--- config.mk ---
export PLATFORM = sky130hd
export DESIGN_NAME = disp_timing_gen
export DESIGN_NICKNAME = d
export VERILOG_FILES = /design/src/rtl/dtg_pkg.sv /design/src/rtl/dtg_axis.sv /design/src/rtl/dtg_regs.sv /design/src/rtl/dtg_ctrl.sv /design/src/rtl/dtg_irq.sv /design/src/rtl/disp_timing_gen.sv
export SDC_FILE = /design/constraint.sdc
export NUM_CORES = 1
export LEC_CHECK = 0
export BUFFER_PORTS_ARGS = -buffer_cell sky130_fd_sc_hd__buf_2
export CAP_MARGIN = 40
export CORE_ASPECT_RATIO = 0.9
export CORE_MARGIN = 5
export CORE_UTILIZATION = 67
export CTS_BUF_LIST = sky130_fd_sc_hd__clkbuf_4
export DETAILED_ROUTE_END_ITERATION = 10
export HOLD_SLACK_MARGIN = 0.02
export PLACE_DENSITY = 0.87
export SKIP_CTS_REPAIR_TIMING = 1
export SLEW_MARGIN = 20
export SYNTH_ARGS = -nofsm -noshare
export SYNTH_HDL_FRONTEND = slang
export SYNTH_HIERARCHICAL = 1
export SYNTH_SLANG_ARGS = --single-unit
--- constraint.sdc ---
create_clock -name clk_i -period 11.2 [get_ports clk_i]
set_input_delay 1.12 -clock clk_i [delete_from_list [all_inputs] [get_ports clk_i]]
set_output_delay 1.12 -clock clk_i [all_outputs]
set_load 0.1 [all_outputs]
--- src/rtl/dtg_pkg.sv ---
package dtg_pkg;
  localparam int DIM_W   = 16;
  localparam int SYNC_W  = 8;
  localparam int PORCH_W = 12;
  localparam int CNT_W   = DIM_W + 2;
  localparam int ADDR_W  = 3;
  localparam int DATA_W  = 32;
  localparam int IRQ_W   = 6;

  localparam logic [ADDR_W-1:0] A_CTRL = 3'd0;
  localparam logic [ADDR_W-1:0] A_SIZE = 3'd1;
  localparam logic [ADDR_W-1:0] A_HTIM = 3'd2;
  localparam logic [ADDR_W-1:0] A_VTIM = 3'd3;
  localparam logic [ADDR_W-1:0] A_IEN  = 3'd4;
  localparam logic [ADDR_W-1:0] A_ICLR = 3'd5;
  localparam logic [ADDR_W-1:0] A_ISTS = 3'd6;

  localparam int C_RUN  = 0;
  localparam int C_STOP = 1;
  localparam int C_UPD  = 2;

  localparam int I_DONE = 0;
  localparam int I_TE   = 1;
  localparam int I_UFL  = 2;
  localparam int I_UPD  = 4;
  localparam int I_VS   = 5;

  typedef struct packed {
    logic [DIM_W-1:0]   act;
    logic [SYNC_W-1:0]  sync;
    logic [PORCH_W-1:0] bp;
    logic [PORCH_W-1:0] fp;
  } axis_cfg_t;

  typedef struct packed {
    axis_cfg_t h;
    axis_cfg_t v;
  } tcfg_t;
endpackage

--- src/rtl/dtg_axis.sv ---
module dtg_axis
  import dtg_pkg::*;
(
  input  logic             clk_i,
  input  logic             rst_ni,
  input  logic             run_i,
  input  logic             step_i,
  input  axis_cfg_t        cfg_i,
  output logic [CNT_W-1:0] cnt_o,
  output logic             last_o,
  output logic             sync_o,
  output logic             act_o
);
  logic [CNT_W-1:0] act_lo, act_hi, tot;

  assign act_lo = CNT_W'(cfg_i.sync) + CNT_W'(cfg_i.bp);
  assign act_hi = act_lo + CNT_W'(cfg_i.act);
  assign tot    = act_hi + CNT_W'(cfg_i.fp);

  assign last_o = run_i && (cnt_o == tot - CNT_W'(1));
  assign sync_o = run_i && (cnt_o < CNT_W'(cfg_i.sync));
  assign act_o  = run_i && (cnt_o >= act_lo) && (cnt_o < act_hi);

  always_ff @(posedge clk_i or negedge rst_ni) begin
    if (!rst_ni)     cnt_o <= '0;
    else if (!run_i) cnt_o <= '0;
    else if (step_i) cnt_o <= last_o ? '0 : cnt_o + CNT_W'(1);
  end

  p_cnt_range_r2: assert property (@(posedge clk_i) disable iff (!rst_ni)
    (run_i && tot != '0) |-> (cnt_o < tot));
  p_stop_zero_r7: assert property (@(posedge clk_i) disable iff (!rst_ni)
    !run_i |=> (cnt_o == '0));
endmodule

--- src/rtl/dtg_regs.sv ---
module dtg_regs
  import dtg_pkg::*;
#(
  parameter tcfg_t RST_CFG = '0
) (
  input  logic              clk_i,
  input  logic              rst_ni,
  input  logic              we_i,
  input  logic [ADDR_W-1:0] addr_i,
  input  logic [DATA_W-1:0] wdata_i,
  output logic [DATA_W-1:0] rdata_o,
  input  logic              running_i,
  input  logic              stop_pend_i,
  input  logic              upd_pend_i,
  input  logic [IRQ_W-1:0]  sts_i,
  output tcfg_t             work_o,
  output logic [IRQ_W-1:0]  ien_o,
  output logic              run_req_o,
  output logic              stop_req_o,
  output logic              upd_req_o,
  output logic [IRQ_W-1:0]  clr_o
);
  logic wr_ctrl;

  assign wr_ctrl    = we_i && (addr_i == A_CTRL);
  assign run_req_o  = wr_ctrl && wdata_i[C_RUN];
  assign stop_req_o = wr_ctrl && wdata_i[C_STOP];
  assign upd_req_o  = wr_ctrl && wdata_i[C_UPD];
  assign clr_o      = (we_i && addr_i == A_ICLR) ? wdata_i[IRQ_W-1:0] : '0;

  always_ff @(posedge clk_i or negedge rst_ni) begin
    if (!rst_ni) begin
      work_o <= RST_CFG;
      ien_o  <= '0;
    end else if (we_i) begin
      unique case (addr_i)
        A_SIZE: begin
          work_o.h.act <= wdata_i[15:0];
          work_o.v.act <= wdata_i[31:16];
        end
        A_HTIM: begin
          work_o.h.sync <= wdata_i[7:0];
          work_o.h.bp   <= wdata_i[19:8];
          work_o.h.fp   <= wdata_i[31:20];
        end
        A_VTIM: begin
          work_o.v.sync <= wdata_i[7:0];
          work_o.v.bp   <= wdata_i[19:8];
          work_o.v.fp   <= wdata_i[31:20];
        end
        A_IEN:   ien_o <= wdata_i[IRQ_W-1:0];
        default: ;
      endcase
    end
  end

  always_comb begin
    rdata_o = '0;
    unique case (addr_i)
      A_CTRL: rdata_o[2:0] = {upd_pend_i, stop_pend_i, running_i};
      A_SIZE: rdata_o = {work_o.v.act, work_o.h.act};
      A_HTIM: rdata_o = {work_o.h.fp, work_o.h.bp, work_o.h.sync};
      A_VTIM: rdata_o = {work_o.v.fp, work_o.v.bp, work_o.v.sync};
      A_IEN:  rdata_o[IRQ_W-1:0] = ien_o;
      A_ISTS: rdata_o[IRQ_W-1:0] = sts_i;
      default: ;
    endcase
  end
endmodule

--- src/rtl/dtg_ctrl.sv ---
module dtg_ctrl
  import dtg_pkg::*;
#(
  parameter tcfg_t RST_CFG = '0
) (
  input  logic  clk_i,
  input  logic  rst_ni,
  input  logic  run_req_i,
  input  logic  stop_req_i,
  input  logic  upd_req_i,
  input  logic  eof_i,
  input  tcfg_t work_i,
  output tcfg_t act_o,
  output logic  running_o,
  output logic  stop_pend_o,
  output logic  upd_pend_o,
  output logic  done_ev_o,
  output logic  upd_ev_o
);
  logic halt, apply;

  assign halt      = eof_i && stop_pend_o;
  assign apply     = upd_pend_o && (!running_o || eof_i);
  assign done_ev_o = halt;
  assign upd_ev_o  = apply;

  always_ff @(posedge clk_i or negedge rst_ni) begin
    if (!rst_ni) begin
      running_o   <= 1'b0;
      stop_pend_o <= 1'b0;
    end else if (halt) begin
      running_o   <= 1'b0;
      stop_pend_o <= 1'b0;
    end else begin
      if (run_req_i && !running_o) running_o   <= 1'b1;
      if (stop_req_i && running_o) stop_pend_o <= 1'b1;
    end
  end

  always_ff @(posedge clk_i or negedge rst_ni) begin
    if (!rst_ni) begin
      act_o      <= RST_CFG;
      upd_pend_o <= 1'b0;
    end else begin
      if (apply) act_o <= work_i;
      upd_pend_o <= upd_req_i || (upd_pend_o && !apply);
    end
  end

  p_act_hold_r5: assert property (@(posedge clk_i) disable iff (!rst_ni)
    !apply |=> $stable(act_o));
  p_halt_r7: assert property (@(posedge clk_i) disable iff (!rst_ni)
    halt |=> !running_o);
  p_stop_needs_run_r7: assert property (@(posedge clk_i) disable iff (!rst_ni)
    stop_pend_o |-> running_o);
  p_upd_idle_r6: assert property (@(posedge clk_i) disable iff (!rst_ni)
    (upd_pend_o && !running_o) |=> !upd_pend_o || $past(upd_req_i));
endmodule

--- src/rtl/dtg_irq.sv ---
module dtg_irq
  import dtg_pkg::*;
(
  input  logic             clk_i,
  input  logic             rst_ni,
  input  logic [IRQ_W-1:0] set_i,
  input  logic [IRQ_W-1:0] clr_i,
  input  logic [IRQ_W-1:0] en_i,
  output logic [IRQ_W-1:0] sts_o,
  output logic             irq_o
);
  always_ff @(posedge clk_i or negedge rst_ni) begin
    if (!rst_ni) sts_o <= '0;
    else         sts_o <= (sts_o & ~clr_i) | set_i;
  end

  assign irq_o = |(sts_o & en_i);

  p_set_wins_r10: assert property (@(posedge clk_i) disable iff (!rst_ni)
    (set_i != '0) |=> ((sts_o & $past(set_i)) == $past(set_i)));
  p_hold_r10: assert property (@(posedge clk_i) disable iff (!rst_ni)
    (set_i == '0 && clr_i == '0) |=> $stable(sts_o));
  p_clr_r10: assert property (@(posedge clk_i) disable iff (!rst_ni)
    (set_i == '0) |=> ((sts_o & $past(clr_i)) == '0));
endmodule

--- src/rtl/disp_timing_gen.sv ---
module disp_timing_gen
  import dtg_pkg::*;
#(
  parameter int DEF_W   = 4,
  parameter int DEF_H   = 3,
  parameter int DEF_HS  = 1,
  parameter int DEF_HBP = 1,
  parameter int DEF_HFP = 1,
  parameter int DEF_VS  = 1,
  parameter int DEF_VBP = 1,
  parameter int DEF_VFP = 1,
  parameter bit HS_POL  = 1'b1,
  parameter bit VS_POL  = 1'b1
) (
  input  logic              clk_i,
  input  logic              rst_ni,
  input  logic              we_i,
  input  logic [ADDR_W-1:0] addr_i,
  input  logic [DATA_W-1:0] wdata_i,
  output logic [DATA_W-1:0] rdata_o,
  input  logic              te_i,
  input  logic              underflow_i,
  output logic              hsync_o,
  output logic              vsync_o,
  output logic              de_o,
  output logic [CNT_W-1:0]  pix_x_o,
  output logic [CNT_W-1:0]  line_y_o,
  output logic              irq_o
);
  localparam tcfg_t DEF_CFG = '{
    h: '{act: DIM_W'(DEF_W), sync: SYNC_W'(DEF_HS), bp: PORCH_W'(DEF_HBP), fp: PORCH_W'(DEF_HFP)},
    v: '{act: DIM_W'(DEF_H), sync: SYNC_W'(DEF_VS), bp: PORCH_W'(DEF_VBP), fp: PORCH_W'(DEF_VFP)}
  };

  tcfg_t            work, act;
  logic [IRQ_W-1:0] ien, clr, sts, set;
  logic             run_req, stop_req, upd_req;
  logic             running, stop_pend, upd_pend, done_ev, upd_ev;
  logic             h_last, v_last, h_sync, v_sync, h_act, v_act, eof;

  dtg_regs #(.RST_CFG(DEF_CFG)) u_regs (
    .clk_i, .rst_ni, .we_i, .addr_i, .wdata_i, .rdata_o,
    .running_i(running), .stop_pend_i(stop_pend), .upd_pend_i(upd_pend),
    .sts_i(sts), .work_o(work), .ien_o(ien),
    .run_req_o(run_req), .stop_req_o(stop_req), .upd_req_o(upd_req),
    .clr_o(clr)
  );

  dtg_ctrl #(.RST_CFG(DEF_CFG)) u_ctrl (
    .clk_i, .rst_ni,
    .run_req_i(run_req), .stop_req_i(stop_req), .upd_req_i(upd_req),
    .eof_i(eof), .work_i(work), .act_o(act),
    .running_o(running), .stop_pend_o(stop_pend), .upd_pend_o(upd_pend),
    .done_ev_o(done_ev), .upd_ev_o(upd_ev)
  );

  dtg_axis u_h (
    .clk_i, .rst_ni, .run_i(running), .step_i(1'b1), .cfg_i(act.h),
    .cnt_o(pix_x_o), .last_o(h_last), .sync_o(h_sync), .act_o(h_act)
  );

  dtg_axis u_v (
    .clk_i, .rst_ni, .run_i(running), .step_i(h_last), .cfg_i(act.v),
    .cnt_o(line_y_o), .last_o(v_last), .sync_o(v_sync), .act_o(v_act)
  );

  assign eof = h_last && v_last;

  always_comb begin
    set         = '0;
    set[I_DONE] = done_ev;
    set[I_TE]   = te_i;
    set[I_UFL]  = underflow_i && running;
    set[I_UPD]  = upd_ev;
    set[I_VS]   = eof;
  end

  dtg_irq u_irq (
    .clk_i, .rst_ni, .set_i(set), .clr_i(clr), .en_i(ien),
    .sts_o(sts), .irq_o
  );

  assign hsync_o = HS_POL ? h_sync : !h_sync;
  assign vsync_o = VS_POL ? v_sync : !v_sync;
  assign de_o    = h_act && v_act;

  p_de_running_r3: assert property (@(posedge clk_i) disable iff (!rst_ni)
    de_o |-> running);
  p_eof_wrap_r2: assert property (@(posedge clk_i) disable iff (!rst_ni)
    eof |=> (pix_x_o == '0 && line_y_o == '0));
  p_vs_status_r8: assert property (@(posedge clk_i) disable iff (!rst_ni)
    eof |=> sts[I_VS]);
endmodule

==> results.ini, run 1 <==
[place]
place.gp.congestion=0.9657
io_buffers=111
dp_hpwl_mm=36.83

[floorplanning]
fp.dieH_um=164.4
die_x_um=181.6
die_area_um2=29860
core-area_um2=26070
ios=112
initial_core_util=0.6812
rows=56

[detailed_routing]
vias_per_cell=6.473
drtAntennaViolNets=0
drt_iter0_markers=1640
vias=15080
drc=0
routedWlPerCell_um=21.76
drt_first_pass_iters=6
wl_mm=50.68

[yosys]
synthCells=1812
synthDistinctLibCells=95
yosys_warnings=6
syn_area_um2=17750
syn_area_per_cell_um2=9.798
async_reset_ff_frac=1.000
synth-seq-area-share=0.3438
synth_enable_flop_cells=0
synth_flop_cell=dfrtp_1
synth_seq_cells=243

[setup_path]
worstSetupEndpoint=u_ctrl/act_o[86]
r2r-end=u_ctrl/act_o[86]
max_stage_delay_ns=0.57
required_ns=11.78
cp_max_fo=54
ff2ff_path_depth=36
start_kind=flip-flop
r2r-start=u_ctrl/act_o[24]
path_depth=36
critPathLaunch=u_ctrl/act_o[24]
crit_slowest_cell=nor4_1
reg2reg_slack_ns=2.20
crit_family=simple AND/OR/NAND/NOR gates
crit_buf_inv=5
crit_path_frequent_cell=nor4_1
crit_type=reg -> reg
worstPathArrival_ns=9.58
worst_setup_path_end_kind=flip-flop

[clocking]
cts_max_level=2
clockBufferDepth=3
cts_tree=done
root_buffer=clkbuf_4
clkLatencyLatePin_ns=0.79
clkTransAtPathRegs_ns=0.08
cts_buffers=61
cts_sinks=243

[sta]
rsz0062_at_grt=no
clock_skew_ns=0.09268
fmax_mhz=111.1
slew_headroom=0.1575
tightest_slew_ns=1.261
hold_viol=0
setup_viol=0
setup_tns_ns=0
period_minus_slack_ns=8.997
min_period_over_period=0.8033
drv_slew=0

[finish]
nets=2133
area_growth_pct=9.098
drive_gt1_frac=0.2369

[global_routing]
antenna_found_initial=1
grt_pass1_vias=15110
grt_max_degree=102
overflow=0
grt_pass1_wl_mm=81.08
track_usage=0.3362

[min_path]
holdCritPathClass=in -> async

[run_status]
status=complete, no violations

[job]
max_cap_viol_count=0

==> worst min path at each step <==
stage                              to  slack [ns]  cells after the start
floorplan            u_ctrl/act_o[93]        0.46                      1
global placement     u_ctrl/act_o[63]        0.49                      1
detailed placement     u_irq/sts_o[1]        0.50                      1
CTS                   u_regs/ien_o[0]        0.38                      1
global route        u_regs/work_o[21]        0.43                      1
finish                u_regs/ien_o[0]        0.38                      1
==> worst register-to-register path: cells and delay by family (launching register included) <==
family          cells  cell delay [ns]
compound gates     11             2.09
xor+xnor            2             0.46
fa+ha+maj           4             1.29
buf+inv             5             0.93
flops               1             0.55
mux                 1             0.33
simple gates       13             3.13
==> cells by family (layout without fill, tap and decap cells) <==
| logic type | count (synthesis) | count (layout) | share of synthesized area |
|---|---|---|---|
| multiplexers | 240 | 240 | 0.1523 |
| AND/OR/NAND/NOR | 457 | 457 | 0.1333 |
| buffers and inverters | 234 | 400 | 0.05687 |
| XOR/XNOR | 115 | 115 | 0.05877 |
| other | 2 | 5 | 0.0004230 |
| adder cells (fa/ha/maj) | 163 | 163 | 0.1170 |
| AO/OA/AOI/OAI | 358 | 358 | 0.1376 |
| flip-flops | 243 | 243 | 0.3438 |
==> per-stage QoR <==
| step | hold slack (ns) | util | area, um2 | std cells | setup slack [ns] |
|---|---|---|---|---|---|
| after CTS | 0.3838 | 0.7397 | 19280 | 2323 | 2.050 |
| final | 0.3753 | 0.7431 | 19370 | 2329 | 2.203 |
| after detailed placement | 0.4991 | 0.7095 | 18490 | 2213 | 2.256 |
| after global routing | 0.4268 | 0.7431 | 19370 | 2329 | 1.742 |
| after global placement | 0.4899 | 0.7079 | 18450 | 2211 | 2.378 |
| after floorplan | 0.4587 | - | 17760 | 1814 | 4.039 |
==> registers in the layout, summed over array words and instances (netlist names) <==
| register | count |
|---|---|
| u_ctrl/stop_pend_o | 1 |
| u_irq/sts_o | 6 |
| u_regs/work_o | 96 |
| u_ctrl/upd_pend_o | 1 |
| u_ctrl/act_o | 96 |
| u_ctrl/running_o | 1 |
| u_regs/ien_o | 6 |
| u_v/cnt_o | 18 |
| u_h/cnt_o | 18 |
==> area by class of cell <==
| cell class | count | area [um2] |
|---|---|---|
| well taps | 348 | 435.4 |
| clock buffers | 93 | 698.2 |
| flip-flops and latches | 243 | 6103 |
| repair buffers | 128 | 767.0 |
| multi-input cells | 1337 | 10670 |
| fillers | 1798 | 6695 |
| clock inverters | 17 | 90.09 |
| diodes | 1 | 2.502 |
| inverters | 162 | 608.1 |
==> layer usage <==
metal,GRT usage,up-vias,wire (um)
met5,0,-,0
met1,0.4659,7349,21460
li1,-,6778,-
met2,0.5230,804,22810
met3,0.07047,144,4697
met4,0.1320,0,1718
==> cell usage in the layout, fill, tap and decap left out, types with 43 or more instances in the layout <==
| cell | netlist | routed |
|---|---|---|
| a21oi_1 | 80 | 80 |
| buf_2 | 30 | 110 |
| clkbuf_4 | 0 | 93 |
| dfrtp_1 | 225 | 225 |
| ha_1 | 154 | 154 |
| inv_1 | 160 | 160 |
| mux2_1 | 43 | 43 |
| mux2_2 | 188 | 188 |
| nand2_1 | 102 | 102 |
| nand3_1 | 55 | 55 |
| nor2_1 | 101 | 101 |
| o21ai_0 | 49 | 49 |
| xnor2_1 | 75 | 75 |
==> synthesized netlist by cell type (10+ instances only) <==
library cell | instances | share of area
o21a_1 | 16 | 0.0068
dfstp_2 | 18 | 0.027
xnor2_1 | 75 | 0.037
buf_6 | 11 | 0.0070
xor2_1 | 37 | 0.018
and2_1 | 18 | 0.0063
a211oi_1 | 12 | 0.0051
nand3_1 | 55 | 0.016
and3_1 | 18 | 0.0063
nand2b_1 | 26 | 0.0092
inv_1 | 160 | 0.034
a22oi_1 | 30 | 0.013
or2_2 | 10 | 0.0035
dfrtp_1 | 225 | 0.32
o211ai_1 | 10 | 0.0042
o21ai_0 | 49 | 0.014
nand4_1 | 30 | 0.011
nor4_1 | 11 | 0.0039
nand2_1 | 102 | 0.022
nor2b_1 | 20 | 0.0070
mux2_1 | 43 | 0.027
a21oi_1 | 80 | 0.023
nor2_1 | 101 | 0.021
mux2_2 | 188 | 0.12
a21o_1 | 34 | 0.014
nor3_1 | 24 | 0.0068
clkbuf_1 | 25 | 0.0053
buf_2 | 30 | 0.0085
a31oi_1 | 19 | 0.0067
o21bai_1 | 16 | 0.0068
or3_1 | 10 | 0.0035
ha_1 | 154 | 0.11
Power of run 1 is not shown: default switching activity piles up to over one toggle a cycle in this logic, so the estimate is an artifact.
==> inputs of run 2 (changes only) <==
--- a/config.mk
+++ b/config.mk
@@ -9,11 +9,11 @@
 export CAP_MARGIN = 40
 export CORE_ASPECT_RATIO = 0.9
 export CORE_MARGIN = 5
-export CORE_UTILIZATION = 67
+export CORE_UTILIZATION = 58
 export CTS_BUF_LIST = sky130_fd_sc_hd__clkbuf_4
 export DETAILED_ROUTE_END_ITERATION = 10
 export HOLD_SLACK_MARGIN = 0.02
-export PLACE_DENSITY = 0.87
+export PLACE_DENSITY = 0.8
 export SKIP_CTS_REPAIR_TIMING = 1
 export SLEW_MARGIN = 20
 export SYNTH_ARGS = -nofsm -noshare
==> constraint.sdc (replaced) <==
create_clock -name clk_i -period 7.3 [get_ports clk_i]
set_input_delay 0.73 -clock clk_i [delete_from_list [all_inputs] [get_ports clk_i]]
set_output_delay 0.73 -clock clk_i [all_outputs]
set_load 0.1 [all_outputs]
==> run 2 against run 1 <==
Effect of this change: die area rose by 15%; core utilization fell by 2.3 points; flip-flop and latch count did not move; design area rose by 12%; via count rose by 2.5%; final cell count rose by 8.7%; clock skew fell by 0.018 ns; global-route usage fell by 4.3 points; non-clock buffer count rose by 139; highest routed layer is now met5.
==> results.ini, run 2 (synthesis gave the netlist of run 1 again) <==
[finish]
reg.largest.list=u_ctrl/act_o x96, u_regs/work_o x96
drive_gt1_frac=0.3525
fin_area_um2=21620
layout_commonest_cell=dfrtp_1
final_cell_mix=225 x dfrtp_1, 188 x mux2_2, 155 x inv_1, 141 x buf_4, 128 x ha_1
area_growth_pct=21.75
nets=2277

[sta]
setup_viol=0
period_minus_slack_ns=7.129
min_period_over_period=0.9766
drv_slew=0
tightest_slew_ns=1.290
setup_tns_ns=0
clock_skew_ns=0.07513
fmax_mhz=140.3
slew_headroom=0.1385
hold_viol=0

[detailed_routing]
drtAntennaViolNets=0
drt_iter0_markers=1317
vias_per_cell=6.101
vias=15450
drt_first_pass_iters=7
routedWlPerCell_um=21.07
wl_mm=53.34
drc=0

[clocking]
root_buffer=clkbuf_4
clkLatencyLatePin_ns=0.72
clockBufferDepth=3
cts_max_level=3
cts_tree=done
cts_sinks=243
cts_buffers=66
clkTransAtPathRegs_ns=0.06

[floorplanning]
initial_core_util=0.5912
fp.dieH_um=176.0
rows=60
die_x_um=194.4
core-area_um2=30030
ios=112
die_area_um2=34210

[setup_path]
required_ns=7.84
crit_slowest_cell=dfstp_2
cp_max_fo=10
max_stage_delay_ns=0.54
worst_setup_path_end_kind=flip-flop
start_kind=flip-flop
worstPathArrival_ns=7.67
crit_type=reg -> reg
crit_path_frequent_cell=buf_4

[run_status]
status=complete, no violations

[place]
io_buffers=111
dp_hpwl_mm=38.68
postPlaceCellArea_um2=19470
place.gp.congestion=0.9377

[global_routing]
grt_pass1_vias=15260
track_usage=0.2929
grt_max_degree=98
grt_pass1_wl_mm=80.96
antenna_found_initial=4
overflow=0

[job]
max_cap_viol_count=0

[min_path]
holdCritPathClass=in -> async

-- run 2: cell types whose count changed in the layout (fill, tap and decap cells not counted), sizes merged --
cell          change
clkinv            -3
dlymetal6s2s      -1
diode             +3
buf             +138
clkbuf            +8
inv               +1
bufinv            +2
-- run 2: area by class of cell --
type	count	area, um2
fillers	2134	8413
well taps	403	504.2
clock inverters	17	126.4
clock buffers	99	743.2
inverters	162	610.6
diodes	4	10.01
flip-flops and latches	243	6103
repair buffers	267	1933
multi-input cells	1337	11580
-- run 2: critical path, delay by kind of cell, from the launching register on --
kind / cells / cell delay (ns)
xor+xnor: 4 / 0.84
simple gates: 6 / 0.62
compound gates: 13 / 2.66
buf+inv: 7 / 0.96
mux: 1 / 0.33
fa+ha+maj: 4 / 1.01
flops: 1 / 0.54
-- run 2: layer usage --
metal	GRT usage	part of all wire
met1	0.4041	0.43
met2	0.4591	0.46
met3	0.06220	0.080
met4	0.1066	0.031
met5	0	0.00024
-- run 2: worst paths after layout --
| kind | slack [ns] | to | start | depth (start not counted) |
|---|---|---|---|---|
| min reg2reg | 0.49 | u_ctrl/act_o[65] | u_regs/work_o[65] | 1 |
| min | 0.06 | u_regs/ien_o[0] | rst_ni | 1 |
| max reg2reg | 0.17 | u_ctrl/act_o[50] | u_ctrl/act_o[24] | 35 |
| max in group asynchronous | 6.01 | u_regs/work_o[24] | rst_ni | 3 |
| min in group clk_i | 0.23 | u_irq/sts_o[1] | te_i | 2 |
| max | 0.17 | u_ctrl/act_o[50] | u_ctrl/act_o[24] | 35 |
-- run 2: metrics by stage --
step	std cells	hold slack, ns	setup WS (ns)	utilization
after detailed placement	2379	0.4933	-0.3492	0.6485
after global routing	2531	0.07288	-0.2466	0.7198
after CTS	2495	0.04462	-0.4170	0.6774
after global placement	2376	0.4839	-0.1692	0.6464
after floorplan	1814	0.4344	0.1394	-
final	2532	0.05570	0.1707	0.7198
Power of run 2 is left out for the same reason.
